--- config.mk ---
export PLATFORM = sky130hd
export DESIGN_NAME = seg_xlate
export DESIGN_NICKNAME = d
export VERILOG_FILES = /design/src/rtl/seg_xlate_pkg.sv /design/src/rtl/seg_regfile.sv /design/src/rtl/seg_check.sv /design/src/rtl/seg_xlate.sv
export SDC_FILE = /design/constraint.sdc
export NUM_CORES = 1
export LEC_CHECK = 0
export CORE_AREA = 2 2 114 116
export CTS_CLUSTER_DIAMETER = 120
export CTS_CLUSTER_SIZE = 40
export DETAILED_ROUTE_END_ITERATION = 10
export DIE_AREA = 0 0 116 118
export PLACE_DENSITY = 0.84
export SLEW_MARGIN = 20
export SYNTH_ARGS = -nofsm -noshare
export SYNTH_HDL_FRONTEND = slang
export SYNTH_SLANG_ARGS = --single-unit
export TNS_END_PERCENT = 10
--- constraint.sdc ---
create_clock -name clk_i -period 2.72 [get_ports clk_i]
set_input_delay 0.544 -clock clk_i [delete_from_list [all_inputs] [get_ports clk_i]]
set_output_delay 0.544 -clock clk_i [all_outputs]
set_load 0.01 [all_outputs]
--- src/rtl/seg_xlate_pkg.sv ---
package seg_xlate_pkg;
  localparam int unsigned NUM_SEGS = 3;
  localparam int unsigned SEL_W    = 2;

  typedef enum logic [SEL_W-1:0] {
    KIND_CODE  = 2'b00,
    KIND_DATA  = 2'b01,
    KIND_STACK = 2'b10,
    KIND_RSVD  = 2'b11
  } seg_kind_e;

  typedef enum logic [1:0] {
    CAUSE_NONE  = 2'b00,
    CAUSE_LIMIT = 2'b01,
    CAUSE_KIND  = 2'b10
  } seg_cause_e;
endpackage

--- src/rtl/seg_regfile.sv ---
module seg_regfile
  import seg_xlate_pkg::*;
#(
  parameter int unsigned VA_W = 16,
  parameter int unsigned PA_W = 20
) (
  input  logic             clk_i,
  input  logic             rst_ni,
  input  logic             wr_en_i,
  input  logic             sup_i,
  input  logic [SEL_W-1:0] wr_sel_i,
  input  logic [PA_W-1:0]  wr_base_i,
  input  logic [VA_W-1:0]  wr_limit_i,
  input  logic [SEL_W-1:0] rd_sel_i,
  output logic [PA_W-1:0]  rd_base_o,
  output logic [VA_W-1:0]  rd_limit_o,
  output logic             rd_ok_o
);
  logic [PA_W-1:0] base_q  [NUM_SEGS];
  logic [VA_W-1:0] limit_q [NUM_SEGS];

  for (genvar g = 0; g < NUM_SEGS; g++) begin : g_seg
    logic hit;
    assign hit = wr_en_i && sup_i && (wr_sel_i == SEL_W'(g));

    always_ff @(posedge clk_i or negedge rst_ni) begin
      if (!rst_ni) begin
        base_q[g]  <= '0;
        limit_q[g] <= '0;
      end else if (hit) begin
        base_q[g]  <= wr_base_i;
        limit_q[g] <= wr_limit_i;
      end
    end

    AST_USER_NO_WRITE: assert property (@(posedge clk_i) disable iff (!rst_ni)
      (wr_en_i && !sup_i) |=> ($stable(base_q[g]) && $stable(limit_q[g])));
    AST_RSVD_SEL_NO_WRITE: assert property (@(posedge clk_i) disable iff (!rst_ni)
      (wr_en_i && wr_sel_i == KIND_RSVD) |=> ($stable(base_q[g]) && $stable(limit_q[g])));
  end

  always_comb begin
    rd_base_o  = '0;
    rd_limit_o = '0;
    rd_ok_o    = 1'b0;
    case (rd_sel_i)
      KIND_CODE:  begin rd_base_o = base_q[0]; rd_limit_o = limit_q[0]; rd_ok_o = 1'b1; end
      KIND_DATA:  begin rd_base_o = base_q[1]; rd_limit_o = limit_q[1]; rd_ok_o = 1'b1; end
      KIND_STACK: begin rd_base_o = base_q[2]; rd_limit_o = limit_q[2]; rd_ok_o = 1'b1; end
      default: ;
    endcase
  end
endmodule

--- src/rtl/seg_check.sv ---
module seg_check
  import seg_xlate_pkg::*;
#(
  parameter int unsigned VA_W = 16,
  parameter int unsigned PA_W = 20
) (
  input  logic             kind_ok_i,
  input  logic [VA_W-1:0]  va_i,
  input  logic [PA_W-1:0]  base_i,
  input  logic [VA_W-1:0]  limit_i,
  output logic [PA_W-1:0]  pa_o,
  output logic             fault_o,
  output seg_cause_e       cause_o
);
  localparam int unsigned PAD_W = PA_W - VA_W;

  logic [PA_W-1:0] sum;
  assign sum = base_i + {{PAD_W{1'b0}}, va_i};

  always_comb begin
    pa_o    = '0;
    fault_o = 1'b1;
    cause_o = CAUSE_KIND;
    if (kind_ok_i) begin
      if (va_i >= limit_i) begin
        cause_o = CAUSE_LIMIT;
      end else begin
        fault_o = 1'b0;
        cause_o = CAUSE_NONE;
        pa_o    = sum;
      end
    end
  end
endmodule

--- src/rtl/seg_xlate.sv ---
module seg_xlate
  import seg_xlate_pkg::*;
#(
  parameter int unsigned VA_W = 16,
  parameter int unsigned PA_W = 20
) (
  input  logic            clk_i,
  input  logic            rst_ni,
  input  logic            priv_i,
  input  logic            req_valid_i,
  input  logic [1:0]      req_kind_i,
  input  logic [VA_W-1:0] req_va_i,
  input  logic            cfg_we_i,
  input  logic [1:0]      cfg_sel_i,
  input  logic [PA_W-1:0] cfg_base_i,
  input  logic [VA_W-1:0] cfg_limit_i,
  output logic            rsp_valid_o,
  output logic [PA_W-1:0] rsp_pa_o,
  output logic            rsp_fault_o,
  output logic [1:0]      rsp_cause_o,
  output logic            priv_fault_o
);
  logic [PA_W-1:0] sel_base;
  logic [VA_W-1:0] sel_limit;
  logic            sel_ok;
  logic [PA_W-1:0] chk_pa;
  logic            chk_fault;
  seg_cause_e      chk_cause;

  seg_regfile #(.VA_W(VA_W), .PA_W(PA_W)) u_regs (
    .clk_i      (clk_i),
    .rst_ni     (rst_ni),
    .wr_en_i    (cfg_we_i),
    .sup_i      (priv_i),
    .wr_sel_i   (cfg_sel_i),
    .wr_base_i  (cfg_base_i),
    .wr_limit_i (cfg_limit_i),
    .rd_sel_i   (req_kind_i),
    .rd_base_o  (sel_base),
    .rd_limit_o (sel_limit),
    .rd_ok_o    (sel_ok)
  );

  seg_check #(.VA_W(VA_W), .PA_W(PA_W)) u_check (
    .kind_ok_i (sel_ok),
    .va_i      (req_va_i),
    .base_i    (sel_base),
    .limit_i   (sel_limit),
    .pa_o      (chk_pa),
    .fault_o   (chk_fault),
    .cause_o   (chk_cause)
  );

  always_ff @(posedge clk_i or negedge rst_ni) begin
    if (!rst_ni) begin
      rsp_valid_o  <= 1'b0;
      rsp_pa_o     <= '0;
      rsp_fault_o  <= 1'b0;
      rsp_cause_o  <= CAUSE_NONE;
      priv_fault_o <= 1'b0;
    end else begin
      rsp_valid_o  <= req_valid_i;
      rsp_pa_o     <= req_valid_i ? chk_pa : '0;
      rsp_fault_o  <= req_valid_i && chk_fault;
      rsp_cause_o  <= req_valid_i ? chk_cause : CAUSE_NONE;
      priv_fault_o <= cfg_we_i && !priv_i;
    end
  end

  AST_RSP_LATENCY: assert property (@(posedge clk_i) disable iff (!rst_ni)
    req_valid_i |=> rsp_valid_o);
  AST_FAULT_NO_PA: assert property (@(posedge clk_i) disable iff (!rst_ni)
    rsp_fault_o |-> (rsp_pa_o == '0 && rsp_cause_o != CAUSE_NONE));
  AST_RSVD_KIND: assert property (@(posedge clk_i) disable iff (!rst_ni)
    (req_valid_i && req_kind_i == KIND_RSVD) |=> (rsp_fault_o && rsp_cause_o == CAUSE_KIND));
  AST_USER_CFG_FAULT: assert property (@(posedge clk_i) disable iff (!rst_ni)
    (cfg_we_i && !priv_i) |=> priv_fault_o);
  AST_IDLE_QUIET: assert property (@(posedge clk_i) disable iff (!rst_ni)
    !rsp_valid_o |-> (!rsp_fault_o && rsp_pa_o == '0 && rsp_cause_o == CAUSE_NONE));
endmodule

==> metrics.md, run 1 <==
| Metric | Value |
|---|---|
| First DRT Iteration DRCs | `around 380` |
| Worst Max-Slew Pin Slew | `between 0.5 and 0.6 ns` |
| Main synth FF type | `dfrtp_1` |
| RSZ-0062 raised after global routing | `no` |
| M3 GR Usage | `between 6 and 7%` |
| Met1 usage | `34.28%` |
| CTS H-tree lvls | `4` |
| Max Freq | `about 380 MHz` |
| Core area | `about 0.012 mm^2` |
| Clock slew at reported path FFs | `around 0.050 ns` |
| Die width | `116 um` |
| Startpoint Class | `input pin` |
| # hold bufs at CTS | `0` |
| Leakage | `a little over 4 nW` |
| Cell count after synthesis | `just under 600` |
| Syn_area_per_cell | `about 12 um^2` |
| Seq/Total Area, Yosys | `48.87%` |
| DRC | `0` |
| Finished Core Util | `73.06%` |
| Worst hold path class | `in2async` |
| Area occupied by registers | `approximately 0.0033 mm^2` |
| Total GRT Usage | `27.25%` |
| Design Area, Final | `between 0.009 and 0.01 mm^2` |
| EDFF count, synth | `0` |
| DIE AREA | `between 0.01 and 0.015 mm^2` |
| Share of layout cells above drive strength 1 | `approximately a third` |
| IO buf count | `between 80 and 90` |
| Placer Congestion | `0.9702` |
| Die height | `roughly 120 um` |
| DP HPWL | `between 10,000 and 15,000 um` |
| Largest net degree at the start of global routing | `54` |
| Status | `completed` |
| Yosys reg bits | `between 100 and 150` |
| GRT Max-Usage Layer | `met2` |
| Via/cell ratio | `5.620` |
| Async SR Flop Fraction | `100.0%` |
| DP Area | `0.008421 mm^2` |
| Area occupied by multi-input gates | `between 0.003 and 0.004 mm^2` |
| CTS tree | `built` |
| Initial Util | `roughly 55%` |
| Hold Fails Final Rpt | `0` |
| GR Util met2 | `between 40% and 50%` |
| WP data arrival | `approximately 3 ns` |
| Crit-path max FO | `10` |
| Max cap viols | `0` |
| Post-layout min period | `2.654 ns` |
| # fillers | `835` |
| Worst Path Required | `between 3 and 4 ns` |
| Mapped cell area | `between 0.006 and 0.007 mm^2` |
| N_diodes | `0` |
| Fin. max-slew vios | `0` |
| Antenna viol nets, final | `0` |
| Fin crit share | `between 90 and 100%` |
| Antenna violations before repair | `0` |
| Power, Total | `around 6.6 mW` |
| Relative slew slack | `between 60% and 70%` |
| WS Path Type | `in2reg` |
| Total wire length | `~18,000 um` |
| Worst skew pair latency | `0.42 ns` |
| Maximum vdd drop | `approximately 530 uV` |
| Synth cell types | `between 50 and 60` |
| Grt ovf | `0` |
| TritonCTS buffer count | `17` |
| Final nets | `between 800 and 900` |
| First-pass iteration count of the detailed router | `4` |
| Rows | `41` |
| Ys Warns | `0` |
| Critical path endpoint category | `register` |
| Clock Tree Root | `clkbuf_16` |
| Syn Nets | `674` |
| Worst Skew | `~0.0081 ns` |
| CTS max path bufs | `2` |
| Vias in the first global route | `about 5,600` |
| First-pass GRT wire length | `approximately 28,000 um` |
| PD cells | `~730 mW/mm^2` |
| # IOs | `86` |
| Setup violators final | `0` |
| Area delta synth->final | `33.18%` |
| DR WL/cell | `around 19 um` |
| Vias post-DR | `~5,200` |
| Clock sinks | `between 100 and 150` |
## cell usage after synthesis (all sizes together), types with 3 or more instances
cell    count  share of area, %
nor3b       3              0.33
a21oi      37               2.7
inv         3              0.17
nand2      40               2.2
mux2      111                18
xnor2       3              0.39
and2        3              0.28
mux2i      39               5.7
o21bai      4              0.50
a21o        6              0.66
nor2       35               1.9
o21a        7              0.79
o21ai      28               2.1
ha         32               5.9
clkbuf     13              0.72
a31oi       3              0.28
nand3b      4              0.44
nand3      14               1.1
and3        3              0.28
nor2b       5              0.46
nor3        8              0.66
dfrtp     133                49
o211ai      4              0.44
xor2        5              0.64
buf        15               1.2
## sequential cells by signal (all words and copies together) (netlist names)
register / count
rsp_cause_o: 2
rsp_valid_o: 1
rsp_pa_o: 20
u_regs.limit_q: 48
rsp_fault_o: 1
u_regs.base_q: 60
priv_fault_o: 1
## logic make-up after synthesis
logic type / share of synthesized area, %
muxes: 24.09
DFF: 48.87
and+or+nand+nor: 8.837
AOI/OAI and AO/OA: 8.947
adders and majority gates: 6.173
buffers and inverters: 2.058
xor gates and xnor gates: 1.029
## path summary, 6_finish.rpt
check | start | end | slack [ns] | depth (start not counted)
worst max-delay path | req_kind_i[0] | rsp_pa_o[18]$_DFF_PN0_ | 0.07 | 12
min in group clk_i | u_regs.base_q[39]$_DFFE_PN0P_ | u_regs.base_q[39]$_DFFE_PN0P_ | 0.50 | 1
worst max register to register | u_regs.base_q[34]$_DFFE_PN0P_ | rsp_pa_o[18]$_DFF_PN0_ | 0.27 | 9
max in group asynchronous | rst_ni | u_regs.base_q[16]$_DFFE_PN0P_ | 1.80 | 2
worst min register to register | u_regs.base_q[39]$_DFFE_PN0P_ | u_regs.base_q[39]$_DFFE_PN0P_ | 0.50 | 1
worst min-delay path | rst_ni | u_regs.limit_q[45]$_DFFE_PN0P_ | 0.11 | 1
## power breakdown
part	switching [mW]	internal, mW	total, mW
sequential	0.220	2.38	2.60
clock	0.797	1.38	2.18
combinational	0.838	0.986	1.82
total	1.86	4.74	6.60
## area by class of cell
cell class | instances | area share (%)
Clock buffer | 21 | 5.077
Clock inverter | 10 | 1.173
Inverter | 3 | 0.1242
Multi-Input combinational cell | 416 | 37.84
Sequential cell | 133 | 36.69
Tap cell | 172 | 2.373
Timing Repair Buffer | 163 | 16.72
## routing by layer
| metal | wire length [um] | up-vias |
|---|---|---|
| met4 | 292 | 0 |
| met5 | 0 | - |
| met3 | 690 | 21 |
| li1 | - | 2407 |
| met1 | 7505 | 2587 |
| met2 | 9107 | 144 |
## critical path: stages
cell and delay (ns):
buf_4 0.16, buf_12 0.16, buf_4 0.18, mux2i_1 0.23
o21ai_1 0.12, ha_1 0.35, buf_4 0.14, o211ai_1 0.13
or4_4 0.44, nand2_2 0.12, mux2_4 0.31, nor3_2 0.09
## placed cells by master (no fill, tap or decap), types with 5 or more instances in the layout
master / instances
buf_4: 71
a21oi_2: 7
nand3_1: 13
xor2_1: 5
buf_12: 6
a21o_1: 6
o21ai_0: 18
dfrtp_1: 133
clkdlybuf4s50_1: 82
mux2i_1: 38
clkinv_2: 6
nand2_1: 39
ha_1: 31
o21ai_1: 10
mux2_2: 108
a21oi_1: 30
o21a_1: 6
clkbuf_16: 17
nor2_1: 35
nor3_1: 5
## per-stage QoR
step	hold WS (ns)	cells	setup TNS, ns	worst slack [ns]
after detailed placement	0.4945	887	-14.06	-0.7432
after floorplan	0.2484	580	-0.8161	-0.09996
after CTS	0.1079	918	0	0.01078
after global placement	0.4868	887	-12.80	-0.6465
final	0.1092	918	0	0.06592
after global routing	0.1409	918	0	0.001602
## what timing repair did
action                                  in CTS  in global routing
setup buffers                                0                  0
endpoints found under the setup margin      22                 21
pin swaps                                    1                  3
resized for setup                           10                 15
endpoints found under the hold margin        0                  0
No activity file was read; power rests on OpenSTA's default activity.
==> run 2, diff against run 1 <==
- RECOVER_POWER: not set -> 100
==> run 2 against run 1 <==
Effect of this change: the run now ends with capacitance limit, slew limit left; clock power hardly changed; flip-flop and latch count stayed put; final area down 0.61%; sequential power about the same; final cell count unchanged; first-iteration DRC count shrank 6.0%; sequential share of layout area increased by 0.22 points; global-route usage did not move; count of clock-buffer cells in the layout unchanged; maximum frequency increased by 0.68%; non-clock buffer count unchanged; core utilization shrank 0.44 points; largest cell class unchanged; largest power group unchanged.
==> metrics.md, run 2 (same netlist as run 1, synthesis figures left out) <==
| Metric | Value |
|---|---|
| Status | `complete, but fails checks` |
| Failing checks | `capacitance limit, slew limit` |
| # IOs | `86 (unchanged)` |
| Relative slew slack | `-52.92% (-120 points)` |
| Post-CTS setup buffer count | `0 (unchanged)` |
| DP HPWL | `12,830 um (unchanged)` |
| Hold Fails Final Rpt | `0 (unchanged)` |
| Largest net degree at the start of global routing | `54 (unchanged)` |
| Reg-to-reg endpoint | `rsp_pa_o[18]$_DFF_PN0_` |
| Share of layout cells above drive strength 1 | `32.31% (-0.27 points)` |
| Antenna viol nets, final | `0 (unchanged)` |
| Area delta synth->final | `32.37%` |
| DRC | `0 (unchanged)` |
| Top Registers | `u_regs.base_q x60, u_regs.limit_q x48, rsp_pa_o x20` |
| First-pass GRT wire length | `28,150 um (unchanged)` |
| DP Area | `0.008421 mm^2 (unchanged)` |
| Antenna violations before repair | `0 (unchanged)` |
| Startpoint Class | `input pin` |
| CTS max path bufs | `2 (unchanged)` |
| CTS tree | `built` |
| Worst Hold Launch | `u_regs.base_q[39]$_DFFE_PN0P_` |
| Die height | `118 um (unchanged)` |
| # hold bufs at CTS | `0 (unchanged)` |
| Clock slew at reported path FFs | `0.05 ns (about the same)` |
| TritonCTS buffer count | `17 (unchanged)` |
| Worst hold path cell count | `1` |
| Clock Tree Root | `clkbuf_16` |
| Finished Core Util | `72.62% (-0.44 points)` |
| Most frequent cells in the layout | `dfrtp_1, mux2_2, buf_4, clkdlybuf4s50_1` |
| Die width | `116 um (unchanged)` |
| Hold EP | `u_regs.base_q[39]$_DFFE_PN0P_` |
| Max cap viols | `1 (+1)` |
| N_diodes | `0 (unchanged)` |
| Fin crit share | `96.92% (-0.66 points)` |
| PD cells | `729.4 mW/mm^2 (+0.24%)` |
| Worst skew pair latency | `0.42 ns (about the same)` |
| Clock sinks | `133 (unchanged)` |
| Critical path endpoint category | `register` |
| Worst r2r src | `u_regs.base_q[34]$_DFFE_PN0P_` |
| Post-layout min period | `2.636 ns (-0.01783 ns)` |
| Total GRT Usage | `27.25% (unchanged)` |
| Final setup margin | `0.08375 ns (+0.01783 ns)` |
| Rows | `41 (unchanged)` |
| Vias post-DR | `5,175 (+0.31%)` |
| WS Path Type | `in2reg` |
| Max reg flops | `60 (unchanged)` |
| Worst Skew | `0.009118 ns (+0.001045 ns)` |
| First-pass iteration count of the detailed router | `4 (unchanged)` |
| Max Freq | `379.3 MHz (+0.68%)` |
| Core area | `0.01241 mm^2 (unchanged)` |
| IO buf count | `85 (unchanged)` |
| Power, Total | `6.576 mW (-0.37%)` |
| Reg2reg path depth | `9 (unchanged)` |
| TNS Setup | `0 ns (unchanged)` |
| Worst Max-Slew Pin Slew | `2.294 ns (+1.752 ns)` |
| Leakage | `4.175 nW (+1.2%)` |
| DR WL/cell | `19.17 um (about the same)` |
| Placement Setup Slack | `-0.7432 ns (unchanged)` |
| Vias in the first global route | `5,574 (unchanged)` |
| Setup violators final | `0 (unchanged)` |
| Total wire length | `17,600 um (about the same)` |
| Final nets | `828 (unchanged)` |
| Top reg by flops | `u_regs.base_q` |
| Fin. max-slew vios | `42 (+42)` |
| R2r setup slk | `0.26 ns (about the same)` |
| Design Area, Final | `0.009015 mm^2 (-0.61%)` |
| Maximum vdd drop | `530.0 uV (+0.34%)` |
| First DRT Iteration DRCs | `359 (-6.0%)` |
| Via/cell ratio | `5.637 (+0.31%)` |
| Initial Util | `54.86% (unchanged)` |
| Grt ovf | `0 (unchanged)` |
| Worst hold path class | `reg2reg` |
| Crit-path max FO | `10 (unchanged)` |
| Placer Congestion | `0.9702 (unchanged)` |
| CTS H-tree lvls | `4 (unchanged)` |
| Most common cell after layout, fill and taps aside | `dfrtp_1` |
| DIE AREA | `0.01369 mm^2 (unchanged)` |
| Worst Path Required | `3.06 ns (about the same)` |
| RSZ-0062 raised after global routing | `no` |
| WP data arrival | `2.98 ns (-0.02 ns)` |
-- run 2: what timing repair did --
| item | CTS | global route |
|---|---|---|
| resized for setup | 10 | 15 |
| pin swaps | 1 | 3 |
| setup endpoints to repair | 22 | 21 |
-- run 2: power by group --
group | switching [mW] | internal, mW
sequential | 0.220 | 2.38
clock | 0.797 | 1.38
combinational | 0.837 | 0.964
total | 1.85 | 4.72
-- run 2: worst max-delay path, stage by stage --
cell and delay, ns:
buf_4 0.16, buf_12 0.16, buf_4 0.17, mux2i_1 0.23, o21ai_1 0.12, ha_1 0.35, buf_4 0.15, o211ai_1 0.13
or4_4 0.44, nand2_2 0.12, mux2_4 0.31, nor3_2 0.09
-- run 2: through the flow --
step | hold slack, ns | cells
after floorplan | 0.2484 | 580
after global placement | 0.4868 | 887
after detailed placement | 0.4945 | 887
after CTS | 0.1079 | 918
after global routing | 0.5080 | 918
final | 0.5022 | 918
-- run 2: worst max path at each step --
| stage | cells past startpoint | endpoint | startpoint | slack [ns] |
|---|---|---|---|---|
| 6_report | 12 | rsp_pa_o[18]$_DFF_PN0_ | req_kind_i[0] | 0.08 |
| 2_1_floorplan | 13 | rsp_pa_o[18]$_DFF_PN0_ | req_kind_i[1] | -0.1 |
| 5_1_grt | 14 | rsp_pa_o[19]$_DFF_PN0_ | req_kind_i[0] | 0.003 |
| 3_3_place_gp | 12 | rsp_pa_o[15]$_DFF_PN0_ | req_kind_i[1] | -0.65 |
| 4_1_cts | 11 | rsp_pa_o[19]$_DFF_PN0_ | req_kind_i[1] | 0.01 |
| 3_5_place_dp | 12 | rsp_pa_o[14]$_DFF_PN0_ | req_kind_i[1] | -0.74 |
-- run 2: final cells by class --
type | instances | area [um^2]
Fill cell | 840 | 3400
Tap cell | 172 | 215.2
Timing Repair Buffer | 163 | 1465
Clock buffer | 21 | 460.4
Multi-Input combinational cell | 416 | 3428
Clock inverter | 10 | 106.4
Inverter | 3 | 11.26
Sequential cell | 133 | 3328
-- run 2: layer usage --
layer / wire, um / global-route usage [%]
met1: 7352 / 34.28
met3: 919 / 6.025
met4: 296 / 9.524
met5: 0 / 0
met2: 9030 / 46.05
